$ cat src/rtl/spi_fe_pkg.sv
package spi_fe_pkg;

  localparam int unsigned PIN_W = 5;

  typedef struct packed {
    logic cs_n;
    logic sck;
    logic si;
    logic hold_n;
    logic wp_n;
  } pins_t;

  // Pin levels of an idle, deselected bus (pull-ups on hold and write protect)
  localparam pins_t PINS_IDLE = '{cs_n: 1'b1, sck: 1'b0, si: 1'b0, hold_n: 1'b1, wp_n: 1'b1};

endpackage

$ cat src/rtl/spi_fe_rstsync.sv
module spi_fe_rstsync #(
  parameter int unsigned STAGES = 2
) (
  input  logic clk,
  input  logic arst_n,
  output logic rst_sn
);

  logic [STAGES-1:0] chain_q;

  generate
    if (STAGES == 1) begin : g_one
      always_ff @(posedge clk or negedge arst_n) begin
        if (!arst_n) chain_q <= '0;
        else         chain_q <= 1'b1;
      end
    end else begin : g_many
      always_ff @(posedge clk or negedge arst_n) begin
        if (!arst_n) chain_q <= '0;
        else         chain_q <= {chain_q[STAGES-2:0], 1'b1};
      end
    end
  endgenerate

  assign rst_sn = chain_q[STAGES-1];

endmodule

$ cat src/rtl/spi_fe_sync.sv
module spi_fe_sync #(
  parameter int unsigned W      = 1,
  parameter int unsigned STAGES = 2,
  parameter logic [W-1:0] RST_VAL = '0
) (
  input  logic         clk,
  input  logic         rst_n,
  input  logic [W-1:0] d,
  output logic [W-1:0] q
);

  logic [STAGES-1:0][W-1:0] st_q;

  generate
    if (STAGES == 1) begin : g_one
      always_ff @(posedge clk or negedge rst_n) begin
        if (!rst_n) st_q <= RST_VAL;
        else        st_q <= d;
      end
    end else begin : g_many
      always_ff @(posedge clk or negedge rst_n) begin
        if (!rst_n) st_q <= {STAGES{RST_VAL}};
        else        st_q <= {st_q[STAGES-2:0], d};
      end
    end
  endgenerate

  assign q = st_q[STAGES-1];

endmodule

$ cat src/rtl/spi_fe_hold.sv
module spi_fe_hold (
  input  logic clk,
  input  logic rst_n,
  input  logic sel,
  input  logic sck_lvl,
  input  logic hold_n_lvl,
  output logic hold_act
);

  logic hold_d;

  // Entry needs a selected device and a low clock; release on hold_n high or deselect
  always_comb begin
    hold_d = sel & ~hold_n_lvl & (hold_act | ~sck_lvl);
  end

  always_ff @(posedge clk or negedge rst_n) begin
    if (!rst_n) hold_act <= 1'b0;
    else        hold_act <= hold_d;
  end

endmodule

$ cat src/rtl/spi_fe_shift.sv
module spi_fe_shift #(
  parameter int unsigned DATA_W = 8,
  parameter int unsigned IDX_W  = 4
) (
  input  logic              clk,
  input  logic              rst_n,
  input  logic              frame_start,
  input  logic              rise,
  input  logic              fall,
  input  logic              si_lvl,
  input  logic [DATA_W-1:0] tx_byte,
  output logic              so_bit,
  output logic              rx_valid,
  output logic [DATA_W-1:0] rx_byte,
  output logic              rx_is_op,
  output logic [IDX_W-1:0]  rx_index
);

  localparam int unsigned CNT_W = (DATA_W > 2) ? $clog2(DATA_W) : 1;
  localparam logic [CNT_W-1:0] LAST_BIT = CNT_W'(DATA_W - 1);
  localparam logic [IDX_W-1:0] IDX_MAX  = '1;

  logic [CNT_W-1:0]  bit_q,  bit_d;
  logic [IDX_W-1:0]  idx_q,  idx_d;
  logic [DATA_W-2:0] acc_q,  acc_d;
  logic [DATA_W-1:0] tx_q,   tx_d;
  logic              vld_q,  vld_d;
  logic [DATA_W-1:0] byte_q, byte_d;
  logic              op_q,   op_d;
  logic [IDX_W-1:0]  pos_q,  pos_d;

  always_comb begin
    bit_d  = bit_q;
    idx_d  = idx_q;
    acc_d  = acc_q;
    tx_d   = tx_q;
    vld_d  = 1'b0;
    byte_d = byte_q;
    op_d   = op_q;
    pos_d  = pos_q;
    if (frame_start) begin
      bit_d = '0;
      idx_d = '0;
    end else begin
      if (rise) begin
        acc_d = {acc_q[DATA_W-3:0], si_lvl};
        if (bit_q == LAST_BIT) begin
          bit_d  = '0;
          vld_d  = 1'b1;
          byte_d = {acc_q, si_lvl};
          op_d   = (idx_q == '0);
          pos_d  = idx_q;
          if (idx_q != IDX_MAX) idx_d = idx_q + 1'b1;
        end else begin
          bit_d = bit_q + 1'b1;
        end
      end
      if (fall) begin
        if (bit_q == '0) tx_d = tx_byte;
        else             tx_d = {tx_q[DATA_W-2:0], 1'b0};
      end
    end
  end

  always_ff @(posedge clk or negedge rst_n) begin
    if (!rst_n) begin
      bit_q  <= '0;
      idx_q  <= '0;
      acc_q  <= '0;
      tx_q   <= '0;
      vld_q  <= 1'b0;
      byte_q <= '0;
      op_q   <= 1'b0;
      pos_q  <= '0;
    end else begin
      bit_q  <= bit_d;
      idx_q  <= idx_d;
      acc_q  <= acc_d;
      tx_q   <= tx_d;
      vld_q  <= vld_d;
      byte_q <= byte_d;
      op_q   <= op_d;
      pos_q  <= pos_d;
    end
  end

  assign so_bit   = tx_q[DATA_W-1];
  assign rx_valid = vld_q;
  assign rx_byte  = byte_q;
  assign rx_is_op = op_q;
  assign rx_index = pos_q;

endmodule

$ cat src/rtl/spi_flash_front.sv
module spi_flash_front #(
  parameter int unsigned DATA_W      = 8,
  parameter int unsigned IDX_W       = 4,
  parameter int unsigned SYNC_STAGES = 2
) (
  input  logic              clk,
  input  logic              rst_n,
  input  logic              cs_n,
  input  logic              sck,
  input  logic              si,
  input  logic              hold_n,
  input  logic              wp_n,
  input  logic              busy_in,
  input  logic [DATA_W-1:0] tx_byte,
  output logic              so_o,
  output logic              so_oe,
  output logic [DATA_W-1:0] rx_byte,
  output logic              rx_valid,
  output logic              rx_is_op,
  output logic [IDX_W-1:0]  rx_index,
  output logic              sof,
  output logic              eof,
  output logic              standby,
  output logic              wp_lock
);
  import spi_fe_pkg::*;

  logic  rst_sn;
  pins_t pin_raw, pin_s;
  logic  sel, hold_act, rise, fall, so_bit;
  logic  cs_dq, sck_dq, sof_q, eof_q, stby_q, wp_q;
  logic  sof_d, eof_d, stby_d, wp_d;

  spi_fe_rstsync #(.STAGES(SYNC_STAGES)) u_rst (
    .clk(clk), .arst_n(rst_n), .rst_sn(rst_sn)
  );

  assign pin_raw = '{cs_n: cs_n, sck: sck, si: si, hold_n: hold_n, wp_n: wp_n};

  spi_fe_sync #(.W(PIN_W), .STAGES(SYNC_STAGES), .RST_VAL(PINS_IDLE)) u_sync (
    .clk(clk), .rst_n(rst_sn), .d(pin_raw), .q(pin_s)
  );

  assign sel = ~pin_s.cs_n;

  spi_fe_hold u_hold (
    .clk(clk), .rst_n(rst_sn), .sel(sel), .sck_lvl(pin_s.sck),
    .hold_n_lvl(pin_s.hold_n), .hold_act(hold_act)
  );

  always_comb begin
    rise   = sel & ~hold_act &  pin_s.sck & ~sck_dq;
    fall   = sel & ~hold_act & ~pin_s.sck &  sck_dq;
    sof_d  = sel & cs_dq;
    eof_d  = ~sel & ~cs_dq;
    stby_d = ~sel & ~busy_in;
    wp_d   = ~pin_s.wp_n;
  end

  always_ff @(posedge clk or negedge rst_n) begin
    if (!rst_n) begin
      cs_dq  <= 1'b1;
      sck_dq <= 1'b0;
      sof_q  <= 1'b0;
      eof_q  <= 1'b0;
      stby_q <= 1'b1;
      wp_q   <= 1'b0;
    end else if (!rst_sn) begin
      cs_dq  <= 1'b1;
      sck_dq <= 1'b0;
      sof_q  <= 1'b0;
      eof_q  <= 1'b0;
      stby_q <= 1'b1;
      wp_q   <= 1'b0;
    end else begin
      cs_dq  <= pin_s.cs_n;
      sck_dq <= pin_s.sck;
      sof_q  <= sof_d;
      eof_q  <= eof_d;
      stby_q <= stby_d;
      wp_q   <= wp_d;
    end
  end

  spi_fe_shift #(.DATA_W(DATA_W), .IDX_W(IDX_W)) u_shift (
    .clk(clk), .rst_n(rst_sn), .frame_start(sof_d), .rise(rise), .fall(fall),
    .si_lvl(pin_s.si), .tx_byte(tx_byte), .so_bit(so_bit),
    .rx_valid(rx_valid), .rx_byte(rx_byte), .rx_is_op(rx_is_op), .rx_index(rx_index)
  );

  assign so_oe   = ~cs_dq & ~hold_act;
  assign so_o    = so_oe & so_bit;
  assign sof     = sof_q;
  assign eof     = eof_q;
  assign standby = stby_q;
  assign wp_lock = wp_q;

endmodule

$ cat config.mk
export PLATFORM = sky130hd
export DESIGN_NAME = spi_flash_front
export DESIGN_NICKNAME = d
export VERILOG_FILES = /design/src/rtl/spi_fe_pkg.sv /design/src/rtl/spi_fe_rstsync.sv /design/src/rtl/spi_fe_sync.sv /design/src/rtl/spi_fe_hold.sv /design/src/rtl/spi_fe_shift.sv /design/src/rtl/spi_flash_front.sv
export SDC_FILE = /design/constraint.sdc
export NUM_CORES = 1
export LEC_CHECK = 0
export ABC_AREA = 1
export BUFFER_PORTS_ARGS = -buffer_cell sky130_fd_sc_hd__clkbuf_2
export CAP_MARGIN = 20
export CORE_MARGIN = 2
export CORE_UTILIZATION = 38
export CTS_BUF_LIST = sky130_fd_sc_hd__clkbuf_4
export DETAILED_ROUTE_END_ITERATION = 8
export PLACE_DENSITY = 0.57
export SLEW_MARGIN = 30
export SYNTH_ARGS = -nofsm -noshare
export SYNTH_HDL_FRONTEND = slang
export SYNTH_SLANG_ARGS = --single-unit
$ cat constraint.sdc
create_clock -name clk -period 2 [get_ports clk]
set_input_delay 0.1 -clock clk [delete_from_list [all_inputs] [get_ports clk]]
set_output_delay 0.1 -clock clk [all_outputs]
set_load 0.01 [all_outputs]
==> results_dict.tcl <==
set metrics [dict create \
    critPathSlowestCell "sky130_fd_sc_hd__dfrtp_1" \
    fmax_ghz 0.678 \
    layout_min_cycle_time_ns 1.48 \
    fin_setup_tns_ns 0 \
    synthesis.area_sq_um 2230 \
    io_pins 36 \
    asyncSetResetFlopFracSynth 1.00 \
    synth.avg_cell_area_sq_um 9.31 \
    worstPathCellList "nor2_4 -> nand3_2 -> nor2_4 -> nand2_1 -> nand2_1" \
    layout_worst_path_cycle_share 0.738 \
    maxSlewViolCount 0 \
    stdcell_area_sq_um 2660 \
    chipWidth_um 80.5 \
    route.detailed.drc 0 \
    holdCritPathClass "primary input to register" \
    num-nets-final 310 \
    synthesis.instances 239 \
    cp.required_ns 2.32 \
    synth-xor-area-share 0.00393 \
    die-area_sq_um 6490 \
    clkLatencyLatePin_ns 0.37 \
    globalplace.congestion 0.750 \
    setup.worst_path.class "register to register" \
    antenna_found_initial 0 \
    power.static_leakage_nw 1.47 \
    postCtsHoldBufs 11 \
    path_max_fanout 14 \
    cts_tree "yes" \
    synth_area_leader_cell "sky130_fd_sc_hd__dfrtp_1" \
    clock-skew-final_ns 0.00740 \
    number_of_antenna_cells_inserted 0 \
    postLayoutSetupSlackWorst_ns 0.524 \
    detailed_place.area_sq_um 2470 \
    synth_edf_count 0 \
    die_y_um 80.5 \
    worst_slew_pin_slew_ns 0.539 \
    route.detailed.vias_per_inst 4.40 \
    biggest_cell_delay_along_the_critical_path_ns 0.47 \
    synthDominantCellAreaShare 0.528 \
    synth_top_cells_by_area "sky130_fd_sc_hd__dfrtp_1 53%, sky130_fd_sc_hd__nand2_1 20%, sky130_fd_sc_hd__dfstp_2 9.4%" \
    antenna_violating_nets_post_route 0 \
    synth_nets 260 \
    clock_path_buffers 2 \
    status "finished, final reports clean" \
    num_rows 27 \
    yosys_register_bits 55 \
    postRouteWirelength_um 3880 \
    io_buffers 35 \
    avg_wl_per_cell_um 10.7 \
    hold_violations 0 \
    drive_above_1_share 0.217 \
    synth_compound_gate_area_share 0.0169 \
    yosys_most_used_dff "sky130_fd_sc_hd__dfrtp_1" \
    startpoint_type "register" \
    core_sq_um 5570 \
    cts_made_buffers 5 \
    htreeDepth 2 \
    synth-seq-area-share 0.623 \
    postLayoutCoreUtil 0.477 \
    critical_path_arrival_ns 1.80 \
    dpl_worst_slack_ns 0.542 \
    grtUsageTotal 0.136 \
    floorplan.initialDensity 0.399 \
    critical_path_buf_inv_count 0 \
    post_cts_resized 0 \
    clock_sinks 55 \
    yosys-top-cells-count "120 x sky130_fd_sc_hd__nand2_1, 47 x sky130_fd_sc_hd__dfrtp_1, 17 x sky130_fd_sc_hd__inv_1" \
    most_frequently_used_cell_type_in_the_post_synthesis_netlist "sky130_fd_sc_hd__nand2_1" \
    timing.max_slew.rel_slack 0.641 \
    grt-ovfl-total 0 \
    combinational_family_with_the_most_area_after_synthesis "simple AND/OR/NAND/NOR gates" \
    cts.clk_slew.worst_paths_ns 0.14 \
    areaGrowthSynthToFinish_pct 19.4 \
    post-cts-setup-buffer-count 0 \
    final_count_of_negative_setup_slack_endpoints 0 \
    synthSimpleGateAreaFrac 0.279 \
    grt_first_pass_wirelength_um 6600 \
    ctsRootBufferMaster "sky130_fd_sc_hd__clkbuf_4" \
    power_per_cell_area_nw_per_um2 763 \
    drt_iter0_markers 71 \
    rsz0062_at_grt "false" \
    distinct_cells_synth 24 \
    route.vias.total 1593 \
    yosys-mux-area-fraction 0 \
    place.detailed.hpwl_um 2690 \
    vdd_ir_drop_max_v 0.000356 \
    ys_warn_count 0 \
    synthAdderAreaFrac 0.0281 \
    drt_pass1_iterations 4 \
    cap_viol_max_count 0 \
    first_global_vias 1458 \
    cp-end-kind "register" \
    grt_start_max_net_pins 27 \
    cpLargestDelayFamily "simple AND/OR/NAND/NOR gates" \
    timing.reg2reg.setup_slack_ns 0.52 \
]
## report_power, final
part | total, mW | internal (mW) | switching [mW]
Sequential | 1.27 | 1.21 | 0.0601
Combinational | 0.177 | 0.0787 | 0.0986
Clock | 0.584 | 0.258 | 0.326
Total | 2.03 | 1.54 | 0.485
## state kept, by name (all words and copies together) (netlist names), 2 cells and up
register	count
u_shift.tx_q	8
u_shift.rx_byte	8
u_shift.bit_q	3
u_shift.acc_q	7
u_shift.idx_q	4
u_rst.chain_q	2
u_shift.rx_index	4
u_sync.st_q	5
u_sync.q	5
## per-stage QoR
step	hold slack [ns]	cells	total power [mW]
floorplan	-0.196	239	1.39
global placement	-0.0502	343	1.45
detailed placement	-0.0462	343	1.45
CTS	0.00306	362	2.06
global route	0.0153	362	2.15
finish	0.0201	362	2.03
## final timing paths
kind	start	endpoint	depth (start not counted)
max	u_hold.hold_act$_DFF_PN0_	u_shift.rx_byte[4]$_DFFE_PN0P_	5
max in group asynchronous	u_rst.chain_q[1]$_DFF_PN0_	u_sync.q[4]$_DFF_PN1_	1
min in group asynchronous	rst_n	wp_lock$_DFF_PN0_	2
min reg2reg	u_rst.chain_q[1]$_DFF_PN0_	u_shift.idx_q[2]$_DFFE_PN0P_	0
min	tx_byte[1]	u_shift.tx_q[1]$_DFFE_PN0P_	5
max reg2reg	u_hold.hold_act$_DFF_PN0_	u_shift.rx_byte[4]$_DFFE_PN0P_	5
## cell usage in the layout, fill, tap and decap left out, types with 3 or more instances in the layout
master / count
sky130_fd_sc_hd__ha_1: 5
sky130_fd_sc_hd__nand2_1: 120
sky130_fd_sc_hd__o21ai_1: 3
sky130_fd_sc_hd__clkbuf_2: 35
sky130_fd_sc_hd__dfstp_2: 8
sky130_fd_sc_hd__nor2_1: 4
sky130_fd_sc_hd__inv_1: 17
sky130_fd_sc_hd__nor2_4: 3
sky130_fd_sc_hd__dlygate4sd3_1: 11
sky130_fd_sc_hd__dfrtp_1: 46
sky130_fd_sc_hd__nand3_1: 9
sky130_fd_sc_hd__clkbuf_4: 5
## logic make-up (layout without fill, tap and decap cells)
| group | count (synthesis) | in the layout |
|---|---|---|
| AO/OA/AOI/OAI | 7 | 7 |
| XOR/XNOR | 1 | 1 |
| adder cells (fa/ha/maj) | 5 | 5 |
| buffers and inverters | 24 | 75 |
| flip-flops | 55 | 55 |
| other | 1 | 1 |
| AND/OR/NAND/NOR | 146 | 146 |
## per-layer routing
layer  global-route usage  share of wire  wire, um  up-vias
li1                     -              -         -      833
met1                0.180           0.47      1820      735
met2                0.211           0.48      1860       20
met3               0.0337          0.032       123        5
met4               0.0610          0.019        74        0
met5                    0              0         0        -
## area by class of cell
| type | instances | area [sq um] |
|---|---|---|
| fill | 524 | 2920 |
| sequential | 55 | 1390 |
| multi-input combinational | 160 | 733 |
| timing repair buffer | 47 | 293 |
| tap | 72 | 90.1 |
| inverter | 20 | 77.6 |
| clock inverter | 3 | 38.8 |
| clock buffer | 5 | 37.5 |
## tightest hold or removal path, stage by stage
cell and delay, ns:
sky130_fd_sc_hd__clkbuf_2 0.08, sky130_fd_sc_hd__nand2_1 0.04, sky130_fd_sc_hd__nand2_1 0.05, sky130_fd_sc_hd__nand2_1 0.05, sky130_fd_sc_hd__nand2_1 0.05
Power figures use the tool's default switching activity.
